===== src/rtl/strm2mem_pkg.sv =====
package strm2mem_pkg;

  // command word field positions (decoded by the datapath)
  localparam int LEN_W     = 23;
  localparam int BURST_BIT = 23;
  localparam int EOF_BIT   = 30;
  localparam int ADDR_LSB  = 32;
  localparam int ADDR_W    = 32;
  localparam int TAG_LSB   = 64;
  localparam int TAG_W     = 4;
  localparam int CACHE_LSB = 72;
  localparam int USER_LSB  = 76;
  localparam int SIDE_W    = 4;

  // status byte bit positions
  localparam int STS_OK  = 7;
  localparam int STS_DEC = 6;
  localparam int STS_SLV = 5;
  localparam int STS_CMD = 4;

  localparam logic [1:0] BURST_FIXED = 2'b00;
  localparam logic [1:0] BURST_INCR  = 2'b01;
  localparam logic [1:0] RESP_SLV    = 2'b10;
  localparam logic [1:0] RESP_DEC    = 2'b11;

  typedef enum logic [2:0] {
    PH_IDLE,
    PH_ADDR,
    PH_DATA,
    PH_RESP,
    PH_REPORT
  } phase_t;

  typedef struct packed {
    logic load;
    logic awFire;
    logic wFire;
    logic bFire;
  } strobe_t;

endpackage


===== src/rtl/strm2mem_ctrl.sv =====
module strm2mem_ctrl
  import strm2mem_pkg::*;
(
  input  logic    clk,
  input  logic    rstN,
  input  logic    cmdValid,
  input  logic    inBad,
  input  logic    lastBeat,
  input  logic    lastBurst,
  input  logic    awReady,
  input  logic    sValid,
  input  logic    wReady,
  input  logic    bValid,
  input  logic    stsReady,
  output logic    cmdReady,
  output logic    awValid,
  output logic    wValid,
  output logic    sReady,
  output logic    bReady,
  output logic    stsValid,
  output strobe_t strobe
);

  phase_t stateQ, stateD;

  assign cmdReady = (stateQ == PH_IDLE);
  assign awValid  = (stateQ == PH_ADDR);
  assign wValid   = (stateQ == PH_DATA) && sValid;
  assign sReady   = (stateQ == PH_DATA) && wReady;
  assign bReady   = (stateQ == PH_RESP);
  assign stsValid = (stateQ == PH_REPORT);

  assign strobe.load   = cmdValid && cmdReady;
  assign strobe.awFire = awValid && awReady;
  assign strobe.wFire  = wValid && wReady;
  assign strobe.bFire  = bValid && bReady;

  always_comb begin
    stateD = stateQ;
    unique case (stateQ)
      PH_IDLE:   if (cmdValid) stateD = inBad ? PH_REPORT : PH_ADDR;
      PH_ADDR:   if (awReady) stateD = PH_DATA;
      PH_DATA:   if (strobe.wFire && lastBeat) stateD = PH_RESP;
      PH_RESP:   if (bValid) stateD = lastBurst ? PH_REPORT : PH_ADDR;
      PH_REPORT: if (stsReady) stateD = PH_IDLE;
      default:   stateD = PH_IDLE;
    endcase
  end

  always_ff @(posedge clk) begin
    if (!rstN) stateQ <= PH_IDLE;
    else       stateQ <= stateD;
  end

endmodule


===== src/rtl/strm2mem_dpath.sv =====
module strm2mem_dpath
  import strm2mem_pkg::*;
#(
  parameter int CMD_W     = 72,
  parameter int DATA_W    = 64,
  parameter int MAX_BEATS = 16,
  parameter int BOUNDARY  = 4096
) (
  input  logic                clk,
  input  logic                rstN,
  input  strobe_t             strobe,
  input  logic [CMD_W-1:0]    cmdData,
  input  logic                sLast,
  input  logic [1:0]          bResp,
  output logic                inBad,
  output logic                lastBeat,
  output logic                lastBurst,
  output logic [ADDR_W-1:0]   awAddr,
  output logic [7:0]          awLen,
  output logic [1:0]          awBurst,
  output logic [SIDE_W-1:0]   awCache,
  output logic [SIDE_W-1:0]   awUser,
  output logic [7:0]          stsData
);

  localparam int BYTES      = DATA_W / 8;
  localparam int SIZE_W     = $clog2(BYTES);
  localparam int BEAT_W     = LEN_W - SIZE_W;
  localparam int CNT_W      = $clog2(MAX_BEATS + 1);
  localparam int BND_W      = $clog2(BOUNDARY);
  localparam int PAGE_BEATS = BOUNDARY / BYTES;

  // incoming command fields
  logic [LEN_W-1:0]  lenIn;
  logic [ADDR_W-1:0] addrIn;
  logic [TAG_W-1:0]  tagIn;
  logic [SIDE_W-1:0] cacheIn, userIn;

  assign lenIn  = cmdData[LEN_W-1:0];
  assign addrIn = cmdData[ADDR_LSB +: ADDR_W];
  assign tagIn  = cmdData[TAG_LSB +: TAG_W];

  generate
    if (CMD_W >= USER_LSB + SIDE_W) begin : gWide
      assign cacheIn = cmdData[CACHE_LSB +: SIDE_W];
      assign userIn  = cmdData[USER_LSB +: SIDE_W];
    end else begin : gNarrow
      assign cacheIn = '0;
      assign userIn  = '0;
    end
  endgenerate

  // alignment and realignment-request fields have no effect here
  logic unusedCmd;
  assign unusedCmd = ^{cmdData[EOF_BIT-1:BURST_BIT+1], cmdData[EOF_BIT+1],
                       cmdData[TAG_LSB+TAG_W +: 4]};

  assign inBad = (lenIn == '0) || (lenIn[SIZE_W-1:0] != '0) ||
                 (addrIn[SIZE_W-1:0] != '0);

  // per-command state
  logic [ADDR_W-1:0] addrQ;
  logic [BEAT_W-1:0] remQ;
  logic [CNT_W-1:0]  leftQ;
  logic [TAG_W-1:0]  tagQ;
  logic [SIDE_W-1:0] cacheQ, userQ;
  logic              incrQ, eofQ;
  logic              badQ, slvQ, decQ;

  // burst sizing: limited by max beats, remaining beats and page room
  logic [BEAT_W-1:0] pageRoom, cap, beats;

  assign pageRoom = BEAT_W'(PAGE_BEATS) - BEAT_W'(addrQ[BND_W-1:SIZE_W]);
  assign cap      = (incrQ && (pageRoom < BEAT_W'(MAX_BEATS))) ? pageRoom
                                                               : BEAT_W'(MAX_BEATS);
  assign beats    = (remQ < cap) ? remQ : cap;

  assign awAddr    = addrQ;
  assign awLen     = 8'(beats - BEAT_W'(1));
  assign awBurst   = incrQ ? BURST_INCR : BURST_FIXED;
  assign awCache   = cacheQ;
  assign awUser    = userQ;
  assign lastBeat  = (leftQ == CNT_W'(1));
  assign lastBurst = (remQ == '0);

  always_ff @(posedge clk) begin
    if (!rstN) begin
      addrQ  <= '0;
      remQ   <= '0;
      leftQ  <= '0;
      tagQ   <= '0;
      cacheQ <= '0;
      userQ  <= '0;
      incrQ  <= 1'b0;
      eofQ   <= 1'b0;
      badQ   <= 1'b0;
      slvQ   <= 1'b0;
      decQ   <= 1'b0;
    end else begin
      if (strobe.load) begin
        addrQ  <= addrIn;
        remQ   <= lenIn[LEN_W-1:SIZE_W];
        tagQ   <= tagIn;
        cacheQ <= cacheIn;
        userQ  <= userIn;
        incrQ  <= cmdData[BURST_BIT];
        eofQ   <= cmdData[EOF_BIT];
        badQ   <= inBad;
        slvQ   <= 1'b0;
        decQ   <= 1'b0;
      end
      if (strobe.awFire) begin
        leftQ <= CNT_W'(beats);
        remQ  <= remQ - beats;
        if (incrQ) addrQ <= addrQ + (ADDR_W'(beats) << SIZE_W);
      end
      if (strobe.wFire) begin
        leftQ <= leftQ - CNT_W'(1);
        if (lastBeat && lastBurst && eofQ && !sLast) badQ <= 1'b1;
      end
      if (strobe.bFire) begin
        if (bResp == RESP_SLV) slvQ <= 1'b1;
        if (bResp == RESP_DEC) decQ <= 1'b1;
      end
    end
  end

  always_comb begin
    stsData          = '0;
    stsData[TAG_W-1:0] = tagQ;
    stsData[STS_CMD] = badQ;
    stsData[STS_SLV] = slvQ;
    stsData[STS_DEC] = decQ;
    stsData[STS_OK]  = !(badQ || slvQ || decQ);
  end

endmodule


===== src/rtl/strm2mem_mover.sv =====
module strm2mem_mover
  import strm2mem_pkg::*;
#(
  parameter int CMD_W     = 72,
  parameter int DATA_W    = 64,
  parameter int MAX_BEATS = 16,
  parameter int BOUNDARY  = 4096
) (
  input  logic              clk,
  input  logic              rstN,
  input  logic              cmdValid,
  output logic              cmdReady,
  input  logic [CMD_W-1:0]  cmdData,
  input  logic              sValid,
  output logic              sReady,
  input  logic [DATA_W-1:0] sData,
  input  logic              sLast,
  output logic              awValid,
  input  logic              awReady,
  output logic [31:0]       awAddr,
  output logic [7:0]        awLen,
  output logic [2:0]        awSize,
  output logic [1:0]        awBurst,
  output logic [3:0]        awCache,
  output logic [3:0]        awUser,
  output logic              wValid,
  input  logic              wReady,
  output logic [DATA_W-1:0] wData,
  output logic [DATA_W/8-1:0] wStrb,
  output logic              wLast,
  input  logic              bValid,
  output logic              bReady,
  input  logic [1:0]        bResp,
  output logic              stsValid,
  input  logic              stsReady,
  output logic [7:0]        stsData
);

  localparam int BYTES  = DATA_W / 8;
  localparam int SIZE_W = $clog2(BYTES);

  strobe_t strobe;
  logic    inBad, lastBeat, lastBurst;

  strm2mem_ctrl uCtrl (
    .clk      (clk),
    .rstN     (rstN),
    .cmdValid (cmdValid),
    .inBad    (inBad),
    .lastBeat (lastBeat),
    .lastBurst(lastBurst),
    .awReady  (awReady),
    .sValid   (sValid),
    .wReady   (wReady),
    .bValid   (bValid),
    .stsReady (stsReady),
    .cmdReady (cmdReady),
    .awValid  (awValid),
    .wValid   (wValid),
    .sReady   (sReady),
    .bReady   (bReady),
    .stsValid (stsValid),
    .strobe   (strobe)
  );

  strm2mem_dpath #(
    .CMD_W    (CMD_W),
    .DATA_W   (DATA_W),
    .MAX_BEATS(MAX_BEATS),
    .BOUNDARY (BOUNDARY)
  ) uDpath (
    .clk      (clk),
    .rstN     (rstN),
    .strobe   (strobe),
    .cmdData  (cmdData),
    .sLast    (sLast),
    .bResp    (bResp),
    .inBad    (inBad),
    .lastBeat (lastBeat),
    .lastBurst(lastBurst),
    .awAddr   (awAddr),
    .awLen    (awLen),
    .awBurst  (awBurst),
    .awCache  (awCache),
    .awUser   (awUser),
    .stsData  (stsData)
  );

  assign awSize = 3'(SIZE_W);
  assign wData  = sData;
  assign wStrb  = '1;
  assign wLast  = lastBeat;

endmodule


===== config.mk =====
export PLATFORM = sky130hd
export DESIGN_NAME = strm2mem_mover
export DESIGN_NICKNAME = d
export VERILOG_FILES = /design/src/rtl/strm2mem_pkg.sv /design/src/rtl/strm2mem_ctrl.sv /design/src/rtl/strm2mem_dpath.sv /design/src/rtl/strm2mem_mover.sv
export SDC_FILE = /design/constraint.sdc
export NUM_CORES = 1
export LEC_CHECK = 0
export ABC_AREA = 1
export ABC_CLOCK_PERIOD_IN_PS = 4900
export BUFFER_PORTS_ARGS = -buffer_cell sky130_fd_sc_hd__buf_2
export CAP_MARGIN = 20
export CORE_MARGIN = 4
export CORE_UTILIZATION = 49
export CTS_CLUSTER_DIAMETER = 100
export DETAILED_ROUTE_END_ITERATION = 8
export PLACE_DENSITY_LB_ADDON = 0.1
export SETUP_SLACK_MARGIN = 0.4
export SLEW_MARGIN = 5
export SYNTH_ARGS = -nofsm -noshare
export SYNTH_HDL_FRONTEND = slang
export SYNTH_SLANG_ARGS = --single-unit
export TNS_END_PERCENT = 1

===== constraint.sdc =====
create_clock -name clk -period 4.9 [get_ports clk]
set_input_delay 0.98 -clock clk [delete_from_list [all_inputs] [get_ports clk]]
set_output_delay 0.98 -clock clk [all_outputs]
set_load 0.05 [all_outputs]

==> key figures <==
Critical path
  – CP arrival: between 3 and 4 ns
  – Startpoint types: flip-flop
  – Endpoint type of the worst setup path: output pin
  – CP Launch Point: uDpath.awAddr[4]$_SDFF_PN0_
  – Worst Path Required: 3.92 ns
  – CP Class: flip-flop to output pin
  – Reg-to-Reg Start: uDpath.awAddr[4]$_SDFF_PN0_
  – Worst-path fanout max: 8

STA
  – Final period util: 90.46%
  – Slew @ Worst Pin: 0.6777 ns
  – Post-route minimum period: 4.433 ns
  – Setup TNS: 0 ns
  – RSZ-0062 raised after global routing: yes
  – WHS: 0.4564 ns
  – Max Freq: 0.2256 GHz
  – Hold Violations, Final: 0
  – Slew HR: 54.24%
  – Final setup viols: 0
  – Slew Limit Fails: 0
  – Max Clock Skew: 0.01001 ns

Cells and area
  – Ratio of cells with drive above 1 in the final layout: 24.54%
  – N_diodes: 0
  – Util after Layout: 59.35%
  – Area grow syn2layout: 19.20%
  – Most frequent cells in the layout: 233 x nand2_1, 123 x buf_2, 114 x inv_1, 78 x nor2_1
  – Nets: 1340
  – Post-route cell area: 7829 µm²
  – Commonest non-fill, non-tap cell in the layout: nand2_1

Power and ir drop
  – P per Cell Area: 328.6 nW/µm²
  – Leakage Power: 0.003903 µW
  – Power Total: roughly 2600 µW
  – Maximum VDD drop: 0.1851 mV

Detailed routing
  – Via count: 6845
  – Remaining DRCs: 0
  – Mean routed wirelength per cell: 14.03 µm
  – M1 WL: 8.074 mm
  – Antenna viol nets, final: 0
  – Pre-Repair DR Iteration Count: 5
  – Vias/cell: between 5 and 6
  – Initial DRC count: about 380
  – Highest routed metal layer: met4
  – Routed wl met3: ~960 µm
  – WL final: 18.65 mm
  – Routed wl met2: 9.231 mm

Clock network
  – Clock slew at reported path FFs: 0.06 ns
  – CTS buffer count: 9
  – CTS sink cnt: a little under 70
  – CTS tree: yes
  – H-tree depth: 3
  – CTS max path bufs: 2
  – CTS Hold Bufs: 0
  – Clock latency on the worst-skew pair: around 0.34 ns
  – Clock root cell: clkbuf_16

Floorplan
  – Die extent in x: 123.8 µm
  – Initial Util: 49.79%
  – Die area: 15320 µm²
  – Ports: 287
  – Core ar.: 13190 µm²
  – Die H: 123.8 µm
  – Site row count: 42

GRT
  – Gr usage total: approximately a quarter
  – Initial antenna violation count: 0
  – Largest net degree at the start of global routing: between 50 and 60
  – Number of global-route vias before repair: 6258
  – First-pass GRT wire length: 29.39 mm
  – Gr ovfl total: 0

Placement
  – Post-DP Area: roughly 7000 µm²
  – DP HPWL: 13.67 mm
  – Final Wtd Congestion: about 0.91
  – Buffers on Ports: around 130

Logic synthesis
  – Register area share after synthesis: 21.03%
  – Top_reg_cell synth: dfxtp_1
  – Register bit total from synthesis: 69
  – Cell count after synthesis: 1043
  – Unique masters post-synth: 48
  – Ys async rst share: 0%
  – Synth Area per Inst: about 6.3 µm²
  – Synth Cell Area: about 6600 µm²
  – EDFF count, synth: 0
  – Yosys warns: 0

Min path
  – Hold path start: uDpath.eofQ$_SDFFE_PN0P_
  – Hold crit path type: flip-flop to flip-flop

Job
  – Max-capacitance violation count: 0

Outcome
  – Status: complete, no violations
-- sequential cells by signal (all words and copies together) (netlist names) --
| signal | flops |
|---|---|
| uDpath.eofQ | 1 |
| uDpath.decQ | 1 |
| uDpath.slvQ | 1 |
| uDpath.remQ | 20 |
| uDpath.awAddr | 32 |
| uDpath.leftQ | 5 |
| uCtrl.stateQ | 3 |
| uDpath.incrQ | 1 |
| uDpath.badQ | 1 |
| uDpath.tagQ | 4 |
-- cell usage after synthesis (3+ instances only) --
library cell | instances | share of area, %
o21ai_1 | 8 | 0.61
clkbuf_1 | 24 | 1.4
nor2_2 | 8 | 0.76
nand2_4 | 5 | 0.86
nand4_1 | 14 | 1.3
nand2_2 | 4 | 0.38
ha_1 | 43 | 8.2
o21a_1 | 3 | 0.34
dfxtp_1 | 69 | 21
nand3b_1 | 4 | 0.46
o211ai_1 | 6 | 0.69
nand3_1 | 49 | 3.7
nor2_1 | 91 | 5.2
a21oi_1 | 81 | 6.2
buf_4 | 88 | 10
xor2_1 | 14 | 1.9
inv_2 | 4 | 0.23
clkinv_1 | 4 | 0.23
inv_1 | 120 | 6.9
o221ai_1 | 4 | 0.53
xnor2_1 | 9 | 1.2
nor3_1 | 10 | 0.76
nor4_1 | 10 | 0.95
a31oi_1 | 18 | 1.7
nand2_1 | 239 | 14
o21ai_0 | 83 | 6.3
-- worst paths after layout --
kind                             endpoint  slack [ns]  cells past startpoint
max                              awLen[4]        0.47                     23
min              uDpath.eofQ$_SDFFE_PN0P_        0.46                      2
max reg2reg  uDpath.remQ[16]$_SDFFE_PN0P_        0.57                     30
min reg2reg      uDpath.eofQ$_SDFFE_PN0P_        0.46                      2
-- per-stage QoR --
step	instances	worst slack, ns
final	1329	0.4674
after detailed placement	1289	0.06706
after global placement	1289	0.07246
after global routing	1329	0.2620
after floorplan	1076	0.3717
after CTS	1314	0.3996
-- area by class of cell --
type | instances | area (µm²)
multi-input combinational | 764 | 4382
sequential | 69 | 1393
clock buffer | 11 | 242.7
tap | 176 | 220.2
timing repair buffer | 176 | 1041
fill | 1336 | 5361
clock inverter | 5 | 57.56
inverter | 128 | 493.0
-- cells by family (layout without fill, tap and decap cells) --
family	after synthesis	count (layout)	synth area share (%)
buffers and inverters	243	320	19.11
xor gates and xnor gates	23	23	3.067
adders and majority gates	45	45	8.802
other	2	35	0.1144
AOI/OAI and AO/OA	218	218	18.37
and+or+nand+nor	443	443	29.51
DFF	69	69	21.03
-- worst max-delay path, stage by stage (launching register included) --
cell      delay, ns
dfxtp_4        0.36
buf_12         0.12
nor2_4         0.17
buf_6          0.11
nand2_1        0.04
nor2_1         0.08
nand2_1        0.06
nand3_2        0.07
nor2_2         0.05
nand2_2        0.13
inv_4          0.07
buf_4          0.15
ha_4           0.15
a211oi_4       0.27
buf_6          0.16
nand2_8        0.07
o21ai_4        0.22
buf_6          0.16
inv_6          0.04
ha_4           0.17
inv_2          0.07
nor2_4         0.05
xor2_4         0.17
buf_6          0.15
-- timing repair --
item                       in CTS  in global routing
buffers inserted                9                 15
pin swaps                       5                 26
gates resized for setup        22                 68
setup endpoints to repair      26                 34
-- metal layers --
layer / global-route usage, % / vias up
met1: 29.79 / 3123
li1: - / 3514
met4: 7.128 / 0
met3: 4.450 / 38
met2: 41.60 / 170
met5: 0 / -
-- report_power, final --
part / internal [µW] / switching (µW) / total [µW]
Sequential: 614 / 62.3 / 676
Clock: 409 / 263 / 672
Combinational: 426 / 798 / 1220
Total: 1450 / 1120 / 2570
Power figures use the tool's default switching activity.
